--- src/rtl/msi_pend_pkg.sv ---
package msi_pend_pkg;
  localparam int NCORE   = 2;
  localparam int SEL_BIT = 15;
  typedef enum logic {CORE_A = 1'b0, CORE_B = 1'b1} core_e;
endpackage

--- src/rtl/msi_msg_decode.sv ---
module msi_msg_decode
  import msi_pend_pkg::*;
#(
  parameter int VEC_W   = 7,
  parameter int WORD_W  = 32,
  parameter int ADDR_W  = 16,
  parameter logic [ADDR_W-1:0] EXT_OFS = 16'h0048,
  parameter logic [ADDR_W-1:0] INT_OFS = 16'h4048,
  localparam int NBITS  = 2 ** VEC_W
) (
  input  logic                          clk,
  input  logic                          rst,
  input  logic                          wr_en,
  input  logic [ADDR_W-1:0]             wr_addr,
  input  logic [WORD_W-1:0]             wr_data,
  output logic [NCORE-1:0][NBITS-1:0]   set_mask,
  output logic [WORD_W-1:0]             msg_rdata
);
  logic             hit;
  logic             sel;
  logic [VEC_W-1:0] vec;
  logic             sel_q;
  logic [VEC_W-1:0] vec_q;

  assign hit = wr_en && ((wr_addr == EXT_OFS) || (wr_addr == INT_OFS));
  assign sel = wr_data[SEL_BIT];
  assign vec = wr_data[VEC_W-1:0];

  generate
    for (genvar c = 0; c < NCORE; c++) begin : g_core
      always_comb begin
        set_mask[c] = '0;
        if (hit && (sel == c[0]))
          set_mask[c] = {{(NBITS-1){1'b0}}, 1'b1} << vec;
      end
    end
  endgenerate

  always_ff @(posedge clk) begin
    if (rst) begin
      sel_q <= 1'b0;
      vec_q <= '0;
    end else if (hit) begin
      sel_q <= sel;
      vec_q <= vec;
    end
  end

  always_comb begin
    msg_rdata                = '0;
    msg_rdata[SEL_BIT]       = sel_q;
    msg_rdata[VEC_W-1:0]     = vec_q;
  end
endmodule

--- src/rtl/msi_pend_bank.sv ---
module msi_pend_bank #(
  parameter int WORD_W = 32,
  parameter int NWORDS = 4,
  localparam int IDX_W = $clog2(NWORDS),
  localparam int NBITS = WORD_W * NWORDS
) (
  input  logic              clk,
  input  logic              rst,
  input  logic [NBITS-1:0]  set_mask,
  input  logic              clr_en,
  input  logic [IDX_W-1:0]  clr_idx,
  input  logic [WORD_W-1:0] clr_mask,
  output logic [NBITS-1:0]  pend,
  output logic              irq
);
  generate
    for (genvar w = 0; w < NWORDS; w++) begin : g_word
      logic [WORD_W-1:0] clr_w;
      assign clr_w = (clr_en && (clr_idx == IDX_W'(w))) ? clr_mask : '0;
      always_ff @(posedge clk) begin
        if (rst)
          pend[w*WORD_W +: WORD_W] <= '0;
        else
          pend[w*WORD_W +: WORD_W] <= (pend[w*WORD_W +: WORD_W] & ~clr_w)
                                      | set_mask[w*WORD_W +: WORD_W];
      end
    end
  endgenerate

  always_ff @(posedge clk) begin
    if (rst) irq <= 1'b0;
    else     irq <= |pend;
  end
endmodule

--- src/rtl/msi_pend_dec.sv ---
module msi_pend_dec
  import msi_pend_pkg::*;
#(
  parameter int VEC_W  = 7,
  parameter int WORD_W = 32,
  parameter int ADDR_W = 16,
  parameter logic [ADDR_W-1:0] EXT_OFS = 16'h0048,
  parameter logic [ADDR_W-1:0] INT_OFS = 16'h4048,
  localparam int NBITS  = 2 ** VEC_W,
  localparam int NWORDS = NBITS / WORD_W,
  localparam int IDX_W  = $clog2(NWORDS)
) (
  input  logic              clk,
  input  logic              rst,
  input  logic              wr_en,
  input  logic [ADDR_W-1:0] wr_addr,
  input  logic [WORD_W-1:0] wr_data,
  output logic [WORD_W-1:0] msg_rdata,
  input  logic              clr_en,
  input  logic              clr_core,
  input  logic [IDX_W-1:0]  clr_idx,
  input  logic [WORD_W-1:0] clr_mask,
  input  logic              rd_core,
  input  logic [IDX_W-1:0]  rd_idx,
  output logic [WORD_W-1:0] pnd_rdata,
  output logic [NCORE-1:0]  irq
);
  logic [NCORE-1:0][NBITS-1:0] set_mask;
  logic [NCORE-1:0][NBITS-1:0] pend;

  msi_msg_decode #(
    .VEC_W(VEC_W), .WORD_W(WORD_W), .ADDR_W(ADDR_W),
    .EXT_OFS(EXT_OFS), .INT_OFS(INT_OFS)
  ) u_dec (
    .clk(clk), .rst(rst), .wr_en(wr_en), .wr_addr(wr_addr),
    .wr_data(wr_data), .set_mask(set_mask), .msg_rdata(msg_rdata)
  );

  generate
    for (genvar c = 0; c < NCORE; c++) begin : g_bank
      msi_pend_bank #(.WORD_W(WORD_W), .NWORDS(NWORDS)) u_bank (
        .clk(clk), .rst(rst), .set_mask(set_mask[c]),
        .clr_en(clr_en && (clr_core == c[0])), .clr_idx(clr_idx),
        .clr_mask(clr_mask), .pend(pend[c]), .irq(irq[c])
      );
    end
  endgenerate

  always_ff @(posedge clk) begin
    if (rst) pnd_rdata <= '0;
    else     pnd_rdata <= pend[rd_core][rd_idx*WORD_W +: WORD_W];
  end
endmodule

--- config.mk ---
export PLATFORM = sky130hd
export DESIGN_NAME = msi_pend_dec
export DESIGN_NICKNAME = d
export VERILOG_FILES = /design/src/rtl/msi_pend_pkg.sv /design/src/rtl/msi_msg_decode.sv /design/src/rtl/msi_pend_bank.sv /design/src/rtl/msi_pend_dec.sv
export SDC_FILE = /design/constraint.sdc
export NUM_CORES = 1
export LEC_CHECK = 0
export ABC_AREA = 0
export BUFFER_PORTS_ARGS = -buffer_cell sky130_fd_sc_hd__buf_2
export CAP_MARGIN = 20
export CELL_PAD_IN_SITES_DETAIL_PLACEMENT = 1
export CELL_PAD_IN_SITES_GLOBAL_PLACEMENT = 1
export CORE_MARGIN = 1.5
export CORE_UTILIZATION = 34
export CTS_BUF_LIST = sky130_fd_sc_hd__clkbuf_16
export DETAILED_ROUTE_END_ITERATION = 7
export GPL_TIMING_DRIVEN = 1
export PLACE_DENSITY_LB_ADDON = 0.1
export SETUP_SLACK_MARGIN = 0.05
export SLEW_MARGIN = 40
export SYNTH_ARGS = -nofsm -noshare
export SYNTH_HDL_FRONTEND = slang
export SYNTH_SLANG_ARGS = --single-unit
--- constraint.sdc ---
create_clock -name clk -period 1.8 [get_ports clk]
set_clock_uncertainty 0.2 [all_clocks]
set_input_delay 0.18 -clock clk [delete_from_list [all_inputs] [get_ports clk]]
set_output_delay 0.18 -clock clk [all_outputs]
set_load 0.01 [all_outputs]
==> reports/results.tsv <==
metric	value	unit
status	finished, violations left	
violations	negative setup slack	
fmax	516	MHz
clock-root-buffer	clkbuf_16	
drc	0	
num_rows	74	
gr-total-overflow	0	
synth_edf_count	0	
p_per_area	801	nW/µm²
vias	14539	
fin_crit	1.94	ns
seq_area_frac_synth	0.417	
dr.pass1.iters	5	
path_max_fanout	2	
grt_first_pass_wirelength	93200	µm
routedWlPerCell	23.5	µm
yosys-top-cells-area	dfxtp_1 (42%), nand2_1 (14%), mux4_2 (10%), a21oi_1 (9.0%), nand3_1 (9.0%)	
worstMarginPinSlew	0.592	ns
clk_latency	0.55	ns
p_total	15.0	mW
setup_ws	-0.136	ns
coreArea	41200	µm²
crit_required	2.03	ns
drt_iter0_markers	848	
synthArstFlopShare	0	
yosys_warnings	0	
dieArea	43300	µm²
hold_path.class	in -> reg	
drt-total-wl	60600	µm
dieWidth	208	µm
finalSetupViolCount	2	
yosysTopAreaCell	dfxtp_1	
hold_violations	0	
start_util	0.347	
synth.avg_cell_area	7.89	µm²
detailedPlacementHpwl	38700	µm
ys_ff_latch	298	
numCtsBuffers	37	
peakVddDrop	0.000585	V
drive_gt1_frac	0.231	
path_clk_slew	0.06	ns
syn_area	14300	µm²
slew_headroom	0.602	
die_h	208	µm
report.final.slew_viol_count	0	
io-pin-count	156	
rsz0062_at_grt	true	
leakage	6.60	nW
cts_buffer_depth	3	
worstSetupPathType	reg -> reg	
via_per_inst	5.63	
yosys.cell_count.top_type	nand2_1	
nNetsFinal	2114	
final_cells	2582	
grt_pass1_vias	15224	
synthDistinctLibCells	22	
worstPathArrival	2.17	ns
tns	-0.138	ns
cts_tree	done	
grt_max_degree	49	
drv_cap	0	
port_buffers	106	
place_inst	2473	
antenna_found_initial	1	
yosysTopAreaCellShare	0.417	
ant_nets	0	
synth_cells	1813	
critical_path.startpoint_type	flop	
htree_levels	2	
antennaDiodeCount	0	
clock-sinks	298	
finalWeightedCongestion	0.832	
area_growth	30.6	%
ys.flop_type	dfxtp_1	
synth_top_cells_by_count	nand2_1 (516), dfxtp_1 (298), a21oi_1 (258)	
period_share	1.08	
end_kind	flop	
grt_usage	0.281	
## timing repair
action | in CTS | in global routing
setup buffers | 1 | 0
pin swaps | 4 | 6
gates resized for setup | 18 | 12
cloned | 0 | 1
hold endpoints to repair | 280 | 0
hold buffers | 42 | 0
endpoints found under the setup margin | 2 | 3
## critical path: stages, from the launching register on
cell	delay, ns
dfxtp_2	0.33
nor4_4	0.31
buf_4	0.16
nand4_1	0.13
buf_4	0.19
nor4_4	0.31
buf_4	0.17
a21oi_2	0.04
## metal layers
layer | share of wire | routed length [µm] | track usage
met5 | 0.00021 | 13 | 0
met4 | 0.032 | 1960 | 0.106
met3 | 0.047 | 2880 | 0.0346
met2 | 0.50 | 30500 | 0.494
met1 | 0.42 | 25300 | 0.350
## worst paths after layout
kind | slack (ns) | to | start | cells past startpoint
max | -0.14 | g_bank[1].u_bank.irq$_SDFF_PP0_ | g_bank[1].u_bank.pend[72]$_SDFF_PP0_ | 7
min | 0.02 | pnd_rdata[7]$_SDFF_PP0_ | rd_idx[1] | 4
max reg2reg | -0.14 | g_bank[1].u_bank.irq$_SDFF_PP0_ | g_bank[1].u_bank.pend[72]$_SDFF_PP0_ | 7
min reg2reg | 0.27 | g_bank[0].u_bank.pend[98]$_SDFF_PP0_ | g_bank[0].u_bank.pend[98]$_SDFF_PP0_ | 2
## kinds of logic (layout without fill, tap and decap cells)
group,after synthesis,in the layout,synth area share
compound gates,258,258,0.0902
mux,104,104,0.129
flops,298,298,0.417
buf+inv,203,417,0.0652
other cells,1,24,0.000262
simple gates,949,949,0.299
## area by class of cell
cell class              count  area [µm²]
clock inverters            28         208
clock buffers              37         926
multi-input cells        1335        7710
flip-flops and latches    298        5980
repair buffers            352        3200
well taps                 532         666
fillers                  4892       22500
## layout by cell type, fill, tap and decap left out
master and instances:
nand2_1 516, dfxtp_1 291, a21oi_1 257, nand3_1 256, buf_4 150, buf_2 103, mux4_2 64, nor2_1 58
nor4_1 56, buf_12 55, dlygate4sd3_1 42, mux2i_1 40, clkbuf_16 38, conb_1 24, nand4_1 16, nor3_2 12
clkinv_2 12, nor4_2 9, nand2b_1 8, clkinv_1 8, nor4_4 6, dfxtp_2 6, nor4b_2 4, nor4bb_4 3
and4b_2 3, inv_1 3, bufinv_16 3, and4_4 1, and4_1 1, a21oi_2 1, clkinvlp_4 1, clkinv_4 1
dfxtp_4 1, buf_8 1
## per-stage QoR
| step | setup slack (ns) | area [µm²] | hold WS (ns) | util |
|---|---|---|---|---|
| finish | -0.136 | 18700 | 0.0153 | 0.454 |
| CTS | -0.147 | 18600 | 0.00892 | 0.452 |
| floorplan | 0.0888 | 14400 | 0.127 | - |
| global placement | -0.567 | 16900 | 0.250 | 0.411 |
| detailed placement | -0.486 | 16900 | 0.260 | 0.411 |
| global route | -0.183 | 18700 | 0.0297 | 0.454 |
## registers in the layout, summed over array words and instances (netlist names)
register,count
g_bank.u_bank.pend,256
pnd_rdata,32
u_dec.vec_q,7
g_bank.u_bank.irq,2
u_dec.sel_q,1
## power by group
| group | switching, mW | total, mW | internal [mW] |
|---|---|---|---|
| registers | 0.00000287 | 6.59 | 6.59 |
| logic | 0.742 | 1.14 | 0.398 |
| clock network | 3.08 | 7.24 | 4.17 |
| total | 3.82 | 15.0 | 11.2 |
Power figures use the tool's default switching activity.
